**src/rtl/cfgp_pkg.sv**
```systemverilog
`timescale 1ns/1ps
package cfgp_pkg;
  localparam int unsigned DEF_WORD_W  = 32;
  localparam int unsigned DEF_N_WORDS = 8;
  localparam int unsigned NUM_PLANES  = 2;

  function automatic int unsigned idx_width(input int unsigned n);
    return (n > 1) ? $clog2(n) : 1;
  endfunction
endpackage

```
**src/rtl/cfgp_load_ctrl.sv**
```systemverilog
`timescale 1ns/1ps
module cfgp_load_ctrl
  import cfgp_pkg::*;
#(
  parameter int unsigned N_WORDS = DEF_N_WORDS,
  localparam int unsigned IDX_W  = idx_width(N_WORDS)
) (
  input  logic             clk,
  input  logic             rst_n,
  input  logic             wr_valid,
  input  logic             swap_go,
  output logic             wr_ready,
  output logic             wr_fire,
  output logic [IDX_W-1:0] wr_idx,
  output logic             bg_full
);
  localparam logic [IDX_W-1:0] LAST_IDX = IDX_W'(N_WORDS - 1);

  logic [IDX_W-1:0] idx_q, idx_d;
  logic             full_q, full_d;
  logic             st_en;

  assign wr_ready = ~full_q;
  assign wr_fire  = wr_valid & wr_ready;
  assign wr_idx   = idx_q;
  assign bg_full  = full_q;
  assign st_en    = wr_fire | swap_go;

  always_comb begin
    idx_d  = idx_q;
    full_d = full_q;
    if (swap_go) begin
      idx_d  = '0;
      full_d = 1'b0;
    end else if (wr_fire) begin
      if (idx_q == LAST_IDX) begin
        idx_d  = '0;
        full_d = 1'b1;
      end else begin
        idx_d  = idx_q + 1'b1;
      end
    end
  end

  always_ff @(posedge clk or negedge rst_n) begin
    if (!rst_n) begin
      idx_q  <= '0;
      full_q <= 1'b0;
    end else if (st_en) begin
      idx_q  <= idx_d;
      full_q <= full_d;
    end
  end
endmodule

```
**src/rtl/cfgp_swap_ctrl.sv**
```systemverilog
`timescale 1ns/1ps
module cfgp_swap_ctrl (
  input  logic clk,
  input  logic rst_n,
  input  logic swap_req,
  input  logic bg_full,
  output logic swap_go,
  output logic active_sel,
  output logic swap_err
);
  logic sel_q, sel_d;
  logic err_q, err_d;
  logic refuse;

  assign swap_go    = swap_req & bg_full;
  assign refuse     = swap_req & ~bg_full;
  assign active_sel = sel_q;
  assign swap_err   = err_q;

  always_comb begin
    sel_d = sel_q;
    err_d = err_q;
    if (swap_go) sel_d = ~sel_q;
    if (refuse)  err_d = 1'b1;
  end

  always_ff @(posedge clk or negedge rst_n) begin
    if (!rst_n) begin
      sel_q <= 1'b0;
    end else if (swap_go) begin
      sel_q <= sel_d;
    end
  end

  always_ff @(posedge clk or negedge rst_n) begin
    if (!rst_n) begin
      err_q <= 1'b0;
    end else if (refuse) begin
      err_q <= err_d;
    end
  end
endmodule

```
**src/rtl/cfgp_plane_store.sv**
```systemverilog
`timescale 1ns/1ps
module cfgp_plane_store
  import cfgp_pkg::*;
#(
  parameter int unsigned N_WORDS = DEF_N_WORDS,
  parameter int unsigned WORD_W  = DEF_WORD_W,
  localparam int unsigned IDX_W  = idx_width(N_WORDS),
  localparam int unsigned CFG_W  = N_WORDS * WORD_W
) (
  input  logic              clk,
  input  logic              rst_n,
  input  logic              wr_fire,
  input  logic [IDX_W-1:0]  wr_idx,
  input  logic [WORD_W-1:0] wr_data,
  input  logic              active_sel,
  output logic [CFG_W-1:0]  cfg_active
);
  logic [CFG_W-1:0] plane_q [NUM_PLANES];

  for (genvar p = 0; p < NUM_PLANES; p++) begin : g_plane
    logic is_bg;
    assign is_bg = (active_sel != p[0]);
    for (genvar w = 0; w < N_WORDS; w++) begin : g_word
      logic              w_en;
      logic [WORD_W-1:0] w_d;
      assign w_en = wr_fire & is_bg & (wr_idx == IDX_W'(w));
      assign w_d  = wr_data;
      always_ff @(posedge clk or negedge rst_n) begin
        if (!rst_n) begin
          plane_q[p][w*WORD_W +: WORD_W] <= '0;
        end else if (w_en) begin
          plane_q[p][w*WORD_W +: WORD_W] <= w_d;
        end
      end
    end
  end

  assign cfg_active = active_sel ? plane_q[1] : plane_q[0];
endmodule

```
**src/rtl/cfgp_dbuf_top.sv**
```systemverilog
`timescale 1ns/1ps
module cfgp_dbuf_top
  import cfgp_pkg::*;
#(
  parameter int unsigned N_WORDS = DEF_N_WORDS,
  parameter int unsigned WORD_W  = DEF_WORD_W
) (
  input  logic                      clk,
  input  logic                      rst_n,
  input  logic                      wr_valid,
  input  logic [WORD_W-1:0]         wr_data,
  output logic                      wr_ready,
  input  logic                      swap_req,
  output logic                      active_sel,
  output logic                      bg_full,
  output logic                      swap_err,
  output logic [N_WORDS*WORD_W-1:0] cfg_active
);
  localparam int unsigned IDX_W = idx_width(N_WORDS);

  logic             swap_go;
  logic             wr_fire;
  logic [IDX_W-1:0] wr_idx;

  cfgp_load_ctrl #(.N_WORDS(N_WORDS)) u_load (
    .clk      (clk),
    .rst_n    (rst_n),
    .wr_valid (wr_valid),
    .swap_go  (swap_go),
    .wr_ready (wr_ready),
    .wr_fire  (wr_fire),
    .wr_idx   (wr_idx),
    .bg_full  (bg_full)
  );

  cfgp_swap_ctrl u_swap (
    .clk        (clk),
    .rst_n      (rst_n),
    .swap_req   (swap_req),
    .bg_full    (bg_full),
    .swap_go    (swap_go),
    .active_sel (active_sel),
    .swap_err   (swap_err)
  );

  cfgp_plane_store #(.N_WORDS(N_WORDS), .WORD_W(WORD_W)) u_store (
    .clk        (clk),
    .rst_n      (rst_n),
    .wr_fire    (wr_fire),
    .wr_idx     (wr_idx),
    .wr_data    (wr_data),
    .active_sel (active_sel),
    .cfg_active (cfg_active)
  );
endmodule

```
**config.mk**
```make
export PLATFORM = sky130hd
export DESIGN_NAME = cfgp_dbuf_top
export DESIGN_NICKNAME = d
export VERILOG_FILES = /design/src/rtl/cfgp_pkg.sv /design/src/rtl/cfgp_load_ctrl.sv /design/src/rtl/cfgp_swap_ctrl.sv /design/src/rtl/cfgp_plane_store.sv /design/src/rtl/cfgp_dbuf_top.sv
export SDC_FILE = /design/constraint.sdc
export NUM_CORES = 1
export LEC_CHECK = 0
export BUFFER_PORTS_ARGS = -buffer_cell sky130_fd_sc_hd__buf_2
export CORE_ASPECT_RATIO = 0.9
export CORE_MARGIN = 2
export CORE_UTILIZATION = 58
export DETAILED_ROUTE_END_ITERATION = 8
export MAX_ROUTING_LAYER = met4
export PLACE_DENSITY = 0.8
export SLEW_MARGIN = 20
export SYNTH_ARGS = -nofsm -noshare
export SYNTH_HDL_FRONTEND = slang
export SYNTH_SLANG_ARGS = --single-unit
```
**constraint.sdc**
```tcl
create_clock -name clk -period 2.1 [get_ports clk]
set_input_delay 0.105 -clock clk [delete_from_list [all_inputs] [get_ports clk]]
set_output_delay 0.105 -clock clk [all_outputs]
set_load 0.005 [all_outputs]
```
==> impl_metrics.csv <==
group,metric,value,unit
final_layout,seq_area,13000,sq um
final_layout,drive_above_1_share,0.662,
placed_design,globalplace.congestion,0.762,
power_and_ir_drop,power_density,1660,nW/um^2
timing,max_freq,0.467,GHz
logic_synthesis,syn_area,22600,sq um
logic_synthesis,synth.area.top_cells,"dfrtp_1, mux2_2, mux2_1",
floorplan,start_util,0.588,
run,cap_violations,0,
cts,clkSlewWorstSetupHoldPaths,0.06,ns
cts,h-tree-depth,2,
drt,viasPerCell,5.70,
final_layout,n_fill_cell,2445,
cts,cts_tree,"built",
hold_path,hp-start,"wr_data[1]",
logic_synthesis,postSynthAreaPerCell,15.6,sq um
final_layout,layout.nets,1808,
setup_path,required,2.00,ns
drt,drc_errors,0,
setup_path,critPathCaptureType,"output pin",
timing,setup_viol,109,
final_layout,fin_cells,2331,
global_route,grt_usage,0.282,
final_layout,final_util,0.732,
timing,tightest_slew,0.542,ns
logic_synthesis,ys_types,25,
power_and_ir_drop,p_leak,13.3,nW
cts,cts_num_sinks,518,
final_layout,multiInputGateArea,9480,sq um
global_route,grt_pass1_wl,84100,microns
floorplan,die_h,191,microns
cts,cts_inserted_buffers,52,
setup_path,path_max_fanout,19,
hold_path,holdCritPathClass,"input port to flop",
placed_design,placed_cells,2204,
placed_design,port_buffers,295,
setup_path,worstReg2RegStart,"u_swap.active_sel",
timing,period_minus_slack,2.14,ns
power_and_ir_drop,ir_drop,1.02,mV
drt,drtPass1Iterations,4,
timing,timing.final.ws_setup,-0.0396,ns
status,violations,"negative setup slack",
placed_design,hpwl,34000,microns
final_layout,synthToLayoutAreaGrowth,24.4,%
global_route,antenna_found_initial,0,
logic_synthesis,synth_fp_nets,1490,
logic_synthesis,seq_area_frac_synth,0.574,
drt,initialDrtViolationCount,800,
logic_synthesis,synthCells,1448,
timing,rsz0062_at_grt,"true",
timing,relSlewSlack,0.638,
power_and_ir_drop,power.total,0.0467,W
floorplan,dieArea,40500,sq um
timing,fin_hold_ws,0.0288,ns
logic_synthesis,yosysTopAreaCell,"dfrtp_1",
status,status,"complete, but fails checks",
logic_synthesis,ys_warn_count,0,
floorplan,coreArea,38400,sq um
timing,finalCritPeriodShare,1.02,
setup_path,startpoint_type,"flop",
setup_path,critPathKind,"flop to output pin",
logic_synthesis,synth-seq-cells,518,
timing,slew_viol_final,0,
drt,ant_nets,0,
setup_path,startpoint,"u_swap.active_sel",
global_route,grt_pass1_vias,14300,
timing,hold_violations,0,
drt,wl,56400,microns
floorplan,die_x,212,microns
floorplan,num_rows,68,
setup_path,reg2reg_slack,0.14,ns
final_layout,antenna_cells,0,
drt,dr_total_vias,13300,
cts,cts_buffer_depth,3,
timing,fin_skew,0.0119,ns
cts,root_buffer,"clkbuf_16",
cts,clk_latency,0.59,ns
global_route,grt_max_degree,78,
logic_synthesis,synth_top_cell_area_share,0.574,
setup_path,arrival,2.03,ns
floorplan,io_pins,296,
drt,wl_per_cell,24.2,microns
global_route,grt-ovfl-total,0,
synthesized netlist by cell type:
master    instances
xnor2_1           1
a22o_1            2
nor3_2            3
mux2i_1           2
nor2b_1           2
or2_1             1
buf_4            22
mux2_2          740
o21ai_0           2
dfrtp_1         518
nor2_1            4
inv_1             4
clkbuf_1         38
nor2_2            3
buf_2            51
nand2_1           7
mux2_1           28
buf_1             1
nor3_4            5
a21o_1            1
nand3b_1          2
o21bai_1          1
ha_1              6
nand3_1           3
nand2b_1          1
per-stage QoR:
stage          area, sq um  setup slack, ns  TNS (ns)
5_1_grt              28100           -0.101    -12.89
3_5_place_dp         24900            0.121         0
6_report             28100          -0.0396     -1.67
2_1_floorplan        22600            0.237         0
3_3_place_gp         24900            0.185         0
4_1_cts              27100          -0.0945    -10.07
what timing repair did:
action	4_1_cts	5_1_grt
buffers inserted	0	1
resized for setup	27	173
endpoints found under the setup margin	256	330
hold endpoints to repair	636	0
pin swaps	0	1
hold buffers	18	0
gates cloned	7	7
cells by family (layout without fill, tap and decap cells):
| family | count (synthesis) | in the layout | synth area share |
|---|---|---|---|
| adder cells (fa/ha/maj) | 6 | 6 | 0.00333 |
| buffers and inverters | 116 | 474 | 0.0258 |
| multiplexers | 770 | 770 | 0.384 |
| flip-flops | 518 | 518 | 0.574 |
| AND/OR/NAND/NOR | 31 | 31 | 0.0100 |
| XOR/XNOR | 1 | 1 | 0.000388 |
| AO/OA/AOI/OAI | 6 | 6 | 0.00189 |
worst max-delay path, stage by stage, from the launching register on:
cell,delay (ns)
dfrtp_4,0.43
buf_12,0.24
clkbuf_16,0.27
mux2_2,0.35
buf_2,0.13
area by class of cell:
| class | instances | area share |
|---|---|---|
| sequential | 518 | 0.462 |
| multi-input combinational | 814 | 0.338 |
| timing repair buffer | 376 | 0.115 |
| clock buffer | 82 | 0.0558 |
| tap | 525 | 0.0234 |
| clock inverter | 12 | 0.00521 |
| inverter | 4 | 0.000535 |
placed cells by master (no fill, tap or decap), drive strengths merged:
cell type and n:
nand3b 2, bufbuf 1, nand3 3, ha 6, a22o 2, nor2b 2
dlygate4sd3 18, or2 1, nand2b 1, clkbuf 88, buf 351, clkinv 6
inv 7, dfrtp 518, o21bai 1, xnor2 1, nand2 7, o21ai 2
mux2i 2, nor2 7, nor3 8, bufinv 3, a21o 1, mux2 768
flip-flops by register name (all words and copies together), names as in the netlist:
register           cells
u_load.bg_full         1
u_load.wr_idx          3
u_swap.active_sel      1
u_swap.swap_err        1
u_store.plane_q      512
worst paths after layout:
kind	depth (start not counted)	end
worst max-delay path	4	cfg_active[80]
worst min-delay path	2	u_store.plane_q[417]
worst max register to register	5	u_store.plane_q[140]
worst min register to register	1	u_swap.swap_err
max in group asynchronous	3	u_store.plane_q[139]
min in group asynchronous	2	u_store.plane_q[123]
power breakdown:
part | leakage [nW] | switching, W | internal [W] | total [W]
sequential | 6.50 | 0.00236 | 0.0146 | 0.0170
combinational | 5.95 | 0.00808 | 0.0124 | 0.0204
clock | 0.845 | 0.00382 | 0.00547 | 0.00928
total | 13.3 | 0.0143 | 0.0324 | 0.0467
metal layers:
metal	track usage	vias up	routed length, microns
met1	0.373	7080	24800
met4	0.0810	0	1390
li1	-	5801	-
met2	0.442	311	27000
met3	0.0634	88	3230
met5	-	-	0
No activity file was read; power rests on OpenSTA's default activity.
